--- config.mk ---
export PLATFORM = sky130hd
export DESIGN_NAME = refpwr_ctrl
export DESIGN_NICKNAME = d
export VERILOG_FILES = /design/src/rtl/refpwr_pkg.sv /design/src/rtl/ref_gate.sv /design/src/rtl/settle_timer.sv /design/src/rtl/core_power.sv /design/src/rtl/refpwr_ctrl.sv
export SDC_FILE = /design/constraint.sdc
export NUM_CORES = 1
export LEC_CHECK = 0
export ABC_CLOCK_PERIOD_IN_PS = 4100
export BUFFER_PORTS_ARGS = -buffer_cell sky130_fd_sc_hd__buf_2
export CELL_PAD_IN_SITES_DETAIL_PLACEMENT = 1
export CELL_PAD_IN_SITES_GLOBAL_PLACEMENT = 2
export CORE_UTILIZATION = 30
export CTS_CLUSTER_SIZE = 20
export DETAILED_ROUTE_END_ITERATION = 8
export GPL_ROUTABILITY_DRIVEN = 0
export HOLD_SLACK_MARGIN = 0.05
export PLACE_DENSITY = 0.81
export REMOVE_ABC_BUFFERS = 1
export SYNTH_ARGS = -nofsm -noshare
export SYNTH_HDL_FRONTEND = slang
export SYNTH_HIERARCHICAL = 1
export SYNTH_SLANG_ARGS = --single-unit
--- constraint.sdc ---
create_clock -name clk -period 4.1 [get_ports clk]
set_input_delay 0.615 -clock clk [delete_from_list [all_inputs] [get_ports clk]]
set_output_delay 0.615 -clock clk [all_outputs]
set_load 0.05 [all_outputs]
--- src/rtl/refpwr_pkg.sv ---
`timescale 1ns/1ps
// Shared encoding of the two-bit power field carried by each command byte.
// Assumes bit 1 requests the reference and bit 0 requests the converter core.
package refpwr_pkg;

    typedef enum logic [1:0] {
        PD_DUTY      = 2'b00,
        PD_CORE_ONLY = 2'b01,
        PD_REF_ONLY  = 2'b10,
        PD_ALL_ON    = 2'b11
    } pd_mode_e;

    function automatic logic pd_wants_ref(input pd_mode_e m);
        return m[1];
    endfunction

    function automatic logic pd_wants_core(input pd_mode_e m);
        return m[0];
    endfunction

endpackage

--- src/rtl/ref_gate.sv ---
`timescale 1ns/1ps
// Reference on/off state with deferred turn-on.
// A request while off is armed and applied at the next bus boundary.
// A release applies at once and cancels any armed request.
// Assumes cmd_valid and bus_boundary are single-cycle strobes in the clk domain.
module ref_gate (
    input  logic clk,
    input  logic rst_n,
    input  logic cmd_valid,
    input  logic want_ref,
    input  logic bus_boundary,
    output logic ref_on,
    output logic turn_on,
    output logic turn_off
);
    logic on_q, armed_q;
    logic on_d, armed_d;
    logic release_req, raise_req;

    assign release_req = cmd_valid & ~want_ref;
    assign raise_req   = cmd_valid &  want_ref;

    // Next state: the command is applied first, then the bus boundary.
    always_comb begin
        on_d    = on_q;
        armed_d = armed_q;
        if (release_req) begin
            on_d    = 1'b0;
            armed_d = 1'b0;
        end else begin
            if (raise_req && !on_q)
                armed_d = 1'b1;
            if (bus_boundary) begin
                if (armed_d)
                    on_d = 1'b1;
                armed_d = 1'b0;
            end
        end
    end

    // State registers.
    always_ff @(posedge clk) begin
        if (!rst_n) begin
            on_q    <= 1'b0;
            armed_q <= 1'b0;
        end else begin
            on_q    <= on_d;
            armed_q <= armed_d;
        end
    end

    assign ref_on   = on_q;
    assign turn_on  = on_d & ~on_q;
    assign turn_off = on_q & ~on_d;
endmodule

--- src/rtl/settle_timer.sv ---
`timescale 1ns/1ps
// Counts the cycles since the reference came on and flags when it has settled.
// Assumes SETTLE_CYCLES >= 1 and that turn_on and turn_off never coincide.
module settle_timer #(
    parameter int SETTLE_CYCLES = 16
) (
    input  logic clk,
    input  logic rst_n,
    input  logic turn_on,
    input  logic turn_off,
    input  logic active,
    output logic settled
);
    localparam int CW = $clog2(SETTLE_CYCLES + 1);
    localparam logic [CW-1:0] LAST = CW'(SETTLE_CYCLES - 1);

    logic [CW-1:0] cnt_q;
    logic          done_q;

    // Restart on turn-on, clear on turn-off, otherwise count up to the terminal value.
    always_ff @(posedge clk) begin
        if (!rst_n) begin
            cnt_q  <= '0;
            done_q <= 1'b0;
        end else if (turn_off || turn_on) begin
            cnt_q  <= '0;
            done_q <= 1'b0;
        end else if (active && !done_q) begin
            if (cnt_q == LAST)
                done_q <= 1'b1;
            else
                cnt_q <= cnt_q + CW'(1);
        end
    end

    assign settled = done_q;
endmodule

--- src/rtl/core_power.sv ---
`timescale 1ns/1ps
// Converter core power: the stored converter request, or an active conversion.
// Assumes conv_start and conv_done are strobes; a start in the same cycle as a done wins.
module core_power (
    input  logic clk,
    input  logic rst_n,
    input  logic cmd_valid,
    input  logic want_core,
    input  logic conv_start,
    input  logic conv_done,
    output logic adc_en
);
    logic keep_q, busy_q, en_q;
    logic keep_d, busy_d;

    // Next value of the stored converter request and of the conversion-busy flag.
    always_comb begin
        keep_d = cmd_valid ? want_core : keep_q;
        if (conv_start)
            busy_d = 1'b1;
        else if (conv_done)
            busy_d = 1'b0;
        else
            busy_d = busy_q;
    end

    // Registers; the enable output is registered so it is glitch free.
    always_ff @(posedge clk) begin
        if (!rst_n) begin
            keep_q <= 1'b0;
            busy_q <= 1'b0;
            en_q   <= 1'b0;
        end else begin
            keep_q <= keep_d;
            busy_q <= busy_d;
            en_q   <= keep_d | busy_d;
        end
    end

    assign adc_en = en_q;
endmodule

--- src/rtl/refpwr_ctrl.sv ---
`timescale 1ns/1ps
// Power controller for the converter core and the internal reference.
// Decodes the power field of accepted commands, defers reference turn-on to
// the next bus boundary and times the reference settling interval.
// Assumes all inputs are synchronous to clk and the strobes last one cycle.
module refpwr_ctrl
    import refpwr_pkg::*;
#(
    parameter int SETTLE_CYCLES = 16
) (
    input  logic       clk,
    input  logic       rst_n,
    input  logic       cmd_valid,
    input  logic [1:0] cmd_pd,
    input  logic       bus_boundary,
    input  logic       conv_start,
    input  logic       conv_done,
    output logic       adc_enable,
    output logic       ref_enable,
    output logic       ref_settled
);
    pd_mode_e mode;
    logic     ref_on, ref_turn_on, ref_turn_off;

    assign mode = pd_mode_e'(cmd_pd);

    ref_gate u_ref (
        .clk          (clk),
        .rst_n        (rst_n),
        .cmd_valid    (cmd_valid),
        .want_ref     (pd_wants_ref(mode)),
        .bus_boundary (bus_boundary),
        .ref_on       (ref_on),
        .turn_on      (ref_turn_on),
        .turn_off     (ref_turn_off)
    );

    settle_timer #(.SETTLE_CYCLES(SETTLE_CYCLES)) u_settle (
        .clk      (clk),
        .rst_n    (rst_n),
        .turn_on  (ref_turn_on),
        .turn_off (ref_turn_off),
        .active   (ref_on),
        .settled  (ref_settled)
    );

    core_power u_core (
        .clk        (clk),
        .rst_n      (rst_n),
        .cmd_valid  (cmd_valid),
        .want_core  (pd_wants_core(mode)),
        .conv_start (conv_start),
        .conv_done  (conv_done),
        .adc_en     (adc_enable)
    );

    assign ref_enable = ref_on;
endmodule

==> impl_metrics.xml, run 1 <==
<?xml version="1.0" encoding="UTF-8"?>
<metrics>
  <group name="critical_path">
    <metric name="crit_chain" unit="">ha_1 &gt; and3_1 &gt; ha_1 &gt; or3b_1 &gt; or3_1 &gt; a21oi_1</metric>
    <metric name="library_cell_appearing_most_often_on_the_critical_path" unit="">sky130_fd_sc_hd__ha_1</metric>
    <metric name="critical_path_class" unit="">flop to flop</metric>
    <metric name="critical_path.startpoint_type" unit="">flop</metric>
    <metric name="arrival_worst_endpoint" unit="ns">2.12</metric>
    <metric name="worstReg2RegStart" unit="">u_settle/cnt_q[0]</metric>
    <metric name="crit_family" unit="">simple AND/OR/NAND/NOR gates</metric>
    <metric name="worstSetupStartpoint" unit="">u_settle/cnt_q[0]</metric>
    <metric name="cp_num_buf_inv" unit="">0</metric>
    <metric name="cp_max_fo" unit="">4</metric>
    <metric name="cpPeakStageDelay" unit="ns">0.40</metric>
    <metric name="critPathCaptureType" unit="">flop</metric>
    <metric name="cp_slowest_cell" unit="">sky130_fd_sc_hd__or3b_1</metric>
    <metric name="worst_ep_required_time" unit="ns">4.31</metric>
  </group>
  <group name="die">
    <metric name="die-area" unit="mm^2">0.00184</metric>
    <metric name="die_width" unit="um">42.9</metric>
    <metric name="fp.dieH" unit="um">42.9</metric>
    <metric name="initial_core_util" unit="%">32.5</metric>
    <metric name="io_pins" unit="">11</metric>
    <metric name="number_of_placement_rows" unit="">14</metric>
    <metric name="core_area" unit="mm^2">0.00154</metric>
  </group>
  <group name="clocking">
    <metric name="numCtsBuffers" unit="">3</metric>
    <metric name="clk_latency" unit="ns">0.27</metric>
    <metric name="cts-htree-levels" unit="">1</metric>
    <metric name="clock_tree_from_tritoncts" unit="">yes</metric>
    <metric name="clock_tree.buffer_depth" unit="">2</metric>
    <metric name="number_of_gates_given_a_new_drive_strength_after_cts" unit="">0</metric>
    <metric name="cts.sinks" unit="">11</metric>
    <metric name="cts_setup_buffers" unit="">0</metric>
    <metric name="ctsHoldBuffers" unit="">0</metric>
    <metric name="root_buffer" unit="">sky130_fd_sc_hd__clkbuf_4</metric>
    <metric name="clk_pin_slew" unit="ns">0.07</metric>
  </group>
  <group name="routing">
    <metric name="overall_via_count_from_detail_route" unit="">402</metric>
    <metric name="drt-pass1-iter-count" unit="">3</metric>
    <metric name="post_drt_wl_per_cell" unit="um">11.9</metric>
    <metric name="drt_iter0_drc" unit="">2</metric>
    <metric name="drc" unit="">0</metric>
    <metric name="drt.antenna.violating_nets" unit="">0</metric>
    <metric name="route.final.wire_length" unit="um">991</metric>
    <metric name="via_per_inst" unit="">4.84</metric>
  </group>
  <group name="power_and_ir_drop">
    <metric name="share_seq_of_total_power" unit="%">52.3</metric>
    <metric name="comb_power_share" unit="%">12.8</metric>
    <metric name="clock_power_share" unit="%">34.9</metric>
    <metric name="power-per-cell-area" unit="mW/mm^2">364</metric>
    <metric name="internal_power" unit="uW">159</metric>
    <metric name="power.ir.vdd_worst" unit="mV">0.172</metric>
    <metric name="leakagePower" unit="nW">0.258</metric>
    <metric name="power_switching" unit="uW">59.5</metric>
    <metric name="sw_frac_of_total" unit="%">27.3</metric>
  </group>
  <group name="synth">
    <metric name="synth_edf_count" unit="">0</metric>
    <metric name="synth_cell_types" unit="">22</metric>
    <metric name="yosys_warnings" unit="">6</metric>
    <metric name="netlist.top_cell.by_area" unit="">sky130_fd_sc_hd__dfxtp_1</metric>
    <metric name="synth_area" unit="um^2">502</metric>
    <metric name="ys_seq_elements" unit="">11</metric>
    <metric name="async_s_r_ff_share_synth" unit="%">0</metric>
    <metric name="syn-mean-instance-area" unit="um^2">9.47</metric>
    <metric name="synth.yosys.seq_area_share" unit="%">43.9</metric>
    <metric name="synth_top_cells_by_count" unit="">11 x sky130_fd_sc_hd__dfxtp_1, 6 x sky130_fd_sc_hd__inv_1, 6 x sky130_fd_sc_hd__nor2_1</metric>
    <metric name="netlist_instances" unit="">53</metric>
    <metric name="dominant_register_cell_in_the_synthesized_netlist" unit="">sky130_fd_sc_hd__dfxtp_1</metric>
    <metric name="most_instantiated_library_cell_after_synthesis" unit="">sky130_fd_sc_hd__dfxtp_1</metric>
    <metric name="netlist_top_cells_area" unit="">sky130_fd_sc_hd__dfxtp_1 44%, sky130_fd_sc_hd__a2111oi_4 5.5%, sky130_fd_sc_hd__ha_1 5.0%</metric>
    <metric name="yosys.area.top_type_share" unit="%">43.9</metric>
  </group>
  <group name="global_routing">
    <metric name="wire_length_of_the_first_global_routing_pass" unit="um">2010</metric>
    <metric name="antenna_found_initial" unit="">0</metric>
    <metric name="global_route.overflow_total" unit="">0</metric>
    <metric name="gr-usage-met3" unit="%">5.11</metric>
    <metric name="grtUsageMet2" unit="%">24.2</metric>
    <metric name="globalRouteMet1Util" unit="%">17.4</metric>
    <metric name="grt_most_used_layer" unit="">met2</metric>
    <metric name="first_global_vias" unit="">441</metric>
    <metric name="grt_max_degree" unit="">9</metric>
    <metric name="grt_use_total" unit="%">15.5</metric>
  </group>
  <group name="sta">
    <metric name="maxSlewViolCount" unit="">0</metric>
    <metric name="rsz_0062_raised_after_global_routing" unit="">no</metric>
    <metric name="final-setup-viol-count" unit="">0</metric>
    <metric name="timing_hold_violations_final" unit="">0</metric>
    <metric name="finalWorstSetupSlack" unit="ns">2.19</metric>
    <metric name="worst_clock_skew" unit="ns">0.00131</metric>
    <metric name="finalCriticalPeriod" unit="ns">1.91</metric>
    <metric name="fmaxAchievable" unit="MHz">524</metric>
    <metric name="post-route-period-util" unit="%">46.6</metric>
    <metric name="setup_tns" unit="ns">0</metric>
    <metric name="max_slew_margin" unit="%">64.5</metric>
    <metric name="worst_slew_pin_slew" unit="ns">0.531</metric>
  </group>
  <group name="job">
    <metric name="drv.max_cap_violation_count" unit="">0</metric>
  </group>
  <group name="finish">
    <metric name="area_growth" unit="%">19.5</metric>
    <metric name="finish.net_count" unit="">78</metric>
    <metric name="num-fill-cells" unit="">198</metric>
    <metric name="antennaDiodeCount" unit="">0</metric>
    <metric name="post_route_cells_drive_above_1_share" unit="%">28.4</metric>
    <metric name="area_used_by_multi_input_combinational_logic" unit="um^2">259</metric>
    <metric name="regArea" unit="um^2">220</metric>
  </group>
  <group name="placement">
    <metric name="io_buffers" unit="">10</metric>
    <metric name="placement.setup.worst_slack" unit="ns">2.21</metric>
  </group>
  <group name="hold_path">
    <metric name="hold_path.class" unit="">flop to flop</metric>
    <metric name="timing.hold.worst.start" unit="">u_core/busy_q</metric>
  </group>
  <group name="outcome">
    <metric name="run_status" unit="">finished, final reports clean</metric>
  </group>
</metrics>
power groups by stage:
stage / clock network [mW] / registers (mW) / logic [mW]
final: 0.0763 / 0.114 / 0.0280
after global routing: 0.0880 / 0.115 / 0.0320
after CTS: 0.0803 / 0.114 / 0.0285
after detailed placement: 0 / 0.117 / 0.0284
after global placement: 0 / 0.117 / 0.0278
after floorplan: 0 / 0.121 / 0.0149
cells in the final DEF, fill, tap and decap left out, types with 2 or more instances in the layout:
cell,count
sky130_fd_sc_hd__o21ai_0,2
sky130_fd_sc_hd__nand2b_1,2
sky130_fd_sc_hd__a21oi_1,4
sky130_fd_sc_hd__dfxtp_1,11
sky130_fd_sc_hd__a211oi_1,2
sky130_fd_sc_hd__buf_2,10
sky130_fd_sc_hd__nand2_1,3
sky130_fd_sc_hd__xnor2_1,2
sky130_fd_sc_hd__clkbuf_4,3
sky130_fd_sc_hd__and3_1,2
sky130_fd_sc_hd__nor2_1,6
sky130_fd_sc_hd__ha_1,2
sky130_fd_sc_hd__inv_1,6
logic make-up (layout without fill, tap and decap cells):
logic type	count (synthesis)	after routing	share of synthesized area, %
compound gates	10	10	15.7
xor+xnor	2	2	3.49
fa+ha+maj	2	2	4.99
buf+inv	6	20	4.49
flops	11	11	43.9
mux	2	2	4.24
simple gates	20	20	23.2
sequential cells by signal, indices dropped and copies added (netlist names):
signal / count
u_core/adc_en: 1
u_core/busy_q: 1
u_core/keep_q: 1
u_ref/armed_q: 1
u_ref/ref_on: 1
u_settle/cnt_q: 5
u_settle/settled: 1
path summary, 6_finish.rpt:
path                             to  depth (start not counted)  slack [ns]
setup / recovery  u_settle/cnt_q[3]                          6        2.19
hold / removal        u_core/busy_q                          2        0.49
hold reg to reg       u_core/busy_q                          2        0.49
setup reg to reg  u_settle/cnt_q[3]                          6        2.19
metal layers:
metal	up-vias	part of all wire, %
met5	-	0
met2	8	48
met1	183	46
met4	0	3.1
met3	4	2.8
li1	207	-
through the flow:
stage | utilization [%] | cells | power, mW | hold WS, ns | instance area, um^2
finish | 38.9 | 83 | 0.218 | 0.489 | 599
global route | 38.9 | 83 | 0.235 | 0.535 | 599
floorplan | - | 53 | 0.136 | 0.453 | 502
CTS | 38.9 | 83 | 0.223 | 0.496 | 599
global placement | 37.1 | 79 | 0.145 | 0.476 | 572
detailed placement | 37.1 | 79 | 0.145 | 0.483 | 572
final cells by class:
type	count	share of cell area [%]
well taps	16	3.34
multi-input cells	36	43.2
flip-flops and latches	11	36.7
inverters	6	3.76
clock buffers	3	3.76
repair buffers	10	8.35
clock inverters	1	0.835
worst register-to-register path, stage by stage (launching register included):
cell and delay, ns:
sky130_fd_sc_hd__dfxtp_1 0.34, sky130_fd_sc_hd__ha_1 0.21, sky130_fd_sc_hd__and3_1 0.19, sky130_fd_sc_hd__ha_1 0.22, sky130_fd_sc_hd__or3b_1 0.40, sky130_fd_sc_hd__or3_1 0.36, sky130_fd_sc_hd__a21oi_1 0.13
No activity file was read; power rests on OpenSTA's default activity.
==> run 2, diff against run 1 <==
- ABC_CLOCK_PERIOD_IN_PS: 4100 -> 2000
- CORE_UTILIZATION: 30 -> 29
- PLACE_DENSITY: 0.81 -> 0.79
- clock period: 4.1 -> 2 ns (I/O delays scaled with it)
==> run 2 against run 1 <==
Design area up 2.5%. First-iteration DRC count rose to 3.5 times the previous value. Critical path depth stayed put. Sequential share of layout area decreased by 0.90 points. Combinational power is 120% higher. Hold slack lost 0.25 ns. Utilization up 0.53 points. Clock power rose by 100%. Cell count rose by 1.2%. Global-route usage down 2.1 points. Die area is 3.3% higher. Count of clock-buffer cells in the layout up 1. Critical path type unchanged. Largest cell class unchanged.
==> impl_metrics.xml, run 2 (synthesis results as in run 1) <==
<?xml version="1.0" encoding="UTF-8"?>
<metrics>
  <group name="finish">
    <metric name="post_route_cells_drive_above_1_share" unit="%">32.4</metric>
    <metric name="layout_commonest_cell" unit="">sky130_fd_sc_hd__dfxtp_1</metric>
    <metric name="finish.net_count" unit="">79</metric>
    <metric name="layout_common_cells" unit="">11 x sky130_fd_sc_hd__dfxtp_1, 10 x sky130_fd_sc_hd__buf_2, 6 x sky130_fd_sc_hd__inv_1, 6 x sky130_fd_sc_hd__nor2_1</metric>
    <metric name="largest_register_ffs" unit="">5</metric>
    <metric name="antennaDiodeCount" unit="">0</metric>
    <metric name="registers.top_by_ff_count" unit="">u_settle/cnt_q</metric>
    <metric name="fin_cells" unit="">84</metric>
    <metric name="area_growth" unit="%">22.4</metric>
  </group>
  <group name="sta">
    <metric name="worst_slew_pin_slew" unit="ns">0.241</metric>
    <metric name="post-route-period-util" unit="%">93.0</metric>
    <metric name="rsz_0062_raised_after_global_routing" unit="">no</metric>
    <metric name="finalCriticalPeriod" unit="ns">1.86</metric>
    <metric name="worst_clock_skew" unit="ns">0.00359</metric>
    <metric name="timing_hold_violations_final" unit="">0</metric>
    <metric name="fmaxAchievable" unit="MHz">537</metric>
    <metric name="final-setup-viol-count" unit="">0</metric>
    <metric name="max_slew_margin" unit="%">83.9</metric>
    <metric name="finalWorstSetupSlack" unit="ns">0.140</metric>
    <metric name="worst_hold_slack" unit="ns">0.234</metric>
    <metric name="setup_tns" unit="ns">0</metric>
    <metric name="maxSlewViolCount" unit="">0</metric>
  </group>
  <group name="critical_path">
    <metric name="critical_path_class" unit="">flop to flop</metric>
    <metric name="critical_path.startpoint_type" unit="">flop</metric>
    <metric name="reg2reg_to" unit="">u_settle/cnt_q[3]</metric>
    <metric name="cp_num_buf_inv" unit="">0</metric>
    <metric name="worst_ep_required_time" unit="ns">2.21</metric>
    <metric name="crit_family" unit="">simple AND/OR/NAND/NOR gates</metric>
    <metric name="worstReg2RegStart" unit="">u_settle/cnt_q[0]</metric>
    <metric name="arrival_worst_endpoint" unit="ns">2.07</metric>
    <metric name="cp_slowest_cell" unit="">sky130_fd_sc_hd__or3b_4</metric>
    <metric name="critPathCaptureType" unit="">flop</metric>
    <metric name="worstRegToRegCells" unit="">6</metric>
    <metric name="worst-r2r-setup-slack" unit="ns">0.14</metric>
    <metric name="cpPeakStageDelay" unit="ns">0.38</metric>
    <metric name="crit_chain" unit="">ha_1 &gt; and3_1 &gt; ha_2 &gt; or3b_4 &gt; or3_1 &gt; a21oi_2</metric>
    <metric name="cp_max_fo" unit="">4</metric>
  </group>
  <group name="global_routing">
    <metric name="grt_use_total" unit="%">13.4</metric>
    <metric name="grtUsageMet2" unit="%">19.1</metric>
    <metric name="grt_max_degree" unit="">9</metric>
    <metric name="globalRouteMet1Util" unit="%">16.5</metric>
    <metric name="gr-usage-met3" unit="%">5.00</metric>
    <metric name="wire_length_of_the_first_global_routing_pass" unit="um">1750</metric>
    <metric name="grt_most_used_layer" unit="">met2</metric>
    <metric name="first_global_vias" unit="">420</metric>
    <metric name="antenna_found_initial" unit="">0</metric>
    <metric name="global_route.overflow_total" unit="">0</metric>
  </group>
  <group name="clocking">
    <metric name="numCtsBuffers" unit="">3</metric>
    <metric name="cts.sinks" unit="">11</metric>
    <metric name="clock_tree_from_tritoncts" unit="">yes</metric>
    <metric name="clk_latency" unit="ns">0.27</metric>
    <metric name="ctsHoldBuffers" unit="">0</metric>
    <metric name="clk_pin_slew" unit="ns">0.08</metric>
    <metric name="root_buffer" unit="">sky130_fd_sc_hd__clkbuf_4</metric>
    <metric name="cts_setup_buffers" unit="">0</metric>
    <metric name="cts-htree-levels" unit="">1</metric>
    <metric name="clock_tree.buffer_depth" unit="">2</metric>
  </group>
  <group name="routing">
    <metric name="via_per_inst" unit="">4.73</metric>
    <metric name="drt-pass1-iter-count" unit="">2</metric>
    <metric name="drc" unit="">0</metric>
    <metric name="post_drt_wl_per_cell" unit="um">11.8</metric>
    <metric name="drt.antenna.violating_nets" unit="">0</metric>
    <metric name="route.final.wire_length" unit="um">988</metric>
    <metric name="drt_iter0_drc" unit="">7</metric>
    <metric name="overall_via_count_from_detail_route" unit="">397</metric>
  </group>
  <group name="die">
    <metric name="die_width" unit="um">43.6</metric>
    <metric name="initial_core_util" unit="%">32.2</metric>
    <metric name="fp.dieH" unit="um">43.6</metric>
    <metric name="core_area" unit="mm^2">0.00156</metric>
    <metric name="number_of_placement_rows" unit="">14</metric>
    <metric name="die-area" unit="mm^2">0.00190</metric>
    <metric name="io_pins" unit="">11</metric>
  </group>
  <group name="power_and_ir_drop">
    <metric name="power.ir.vdd_worst" unit="mV">0.344</metric>
    <metric name="power-per-cell-area" unit="mW/mm^2">732</metric>
    <metric name="leakagePower" unit="nW">0.262</metric>
  </group>
  <group name="placement">
    <metric name="inst_count_dp" unit="">80</metric>
    <metric name="hpwl_dp" unit="um">746</metric>
    <metric name="placement.setup.worst_slack" unit="ns">0.114</metric>
    <metric name="io_buffers" unit="">10</metric>
  </group>
  <group name="hold_path">
    <metric name="hold_path_depth" unit="">2</metric>
    <metric name="hold_path.class" unit="">primary input to flop</metric>
    <metric name="timing.hold.worst.start" unit="">bus_boundary</metric>
    <metric name="min_delay_worst_endpoint" unit="">u_ref/armed_q</metric>
  </group>
  <group name="job">
    <metric name="drv.max_cap_violation_count" unit="">0</metric>
  </group>
  <group name="outcome">
    <metric name="run_status" unit="">finished, final reports clean</metric>
  </group>
</metrics>
## run 2: repair_timing
action	4_1_cts	5_1_grt
endpoints found under the setup margin	0	1
resized for setup	0	3
endpoints found under the hold margin	0	0
## run 2: area by class of cell
| class | instances | area, um^2 |
|---|---|---|
| clock buffer | 4 | 26.3 |
| fill | 199 | 945 |
| inverter | 6 | 22.5 |
| multi-input combinational | 36 | 268 |
| sequential | 11 | 220 |
| tap | 16 | 20.0 |
| timing repair buffer | 11 | 57.6 |
## run 2: layer usage
metal  vias to the layer above  wire (um)
met3                         2         45
met1                       178        473
met2                         7        449
met4                         0         19
li1                        210          -
met5                         -          0
## run 2: worst max path at each step
stage,startpoint,to,slack [ns],depth (start not counted)
detailed placement,u_settle/cnt_q[0],u_settle/cnt_q[3],0.11,6
finish,u_settle/cnt_q[0],u_settle/cnt_q[3],0.14,6
global route,u_settle/cnt_q[0],u_settle/cnt_q[3],0.04,6
floorplan,u_settle/cnt_q[0],u_settle/cnt_q[3],0.22,6
CTS,u_settle/cnt_q[0],u_settle/cnt_q[3],0.09,6
global placement,u_settle/cnt_q[0],u_settle/cnt_q[3],0.18,6
## run 2: power breakdown
group	total, mW	internal [mW]	switching [mW]
Combinational	0.0612	0.0262	0.0350
Sequential	0.234	0.228	0.00605
Clock	0.155	0.0771	0.0774
## run 2: metrics by stage
stage	power (mW)	util (%)	area [um^2]
final	0.450	39.4	614
after global routing	0.479	39.4	614
after CTS	0.459	38.8	606
after detailed placement	0.300	37.2	579
after global placement	0.299	37.2	579
after floorplan	0.278	-	502
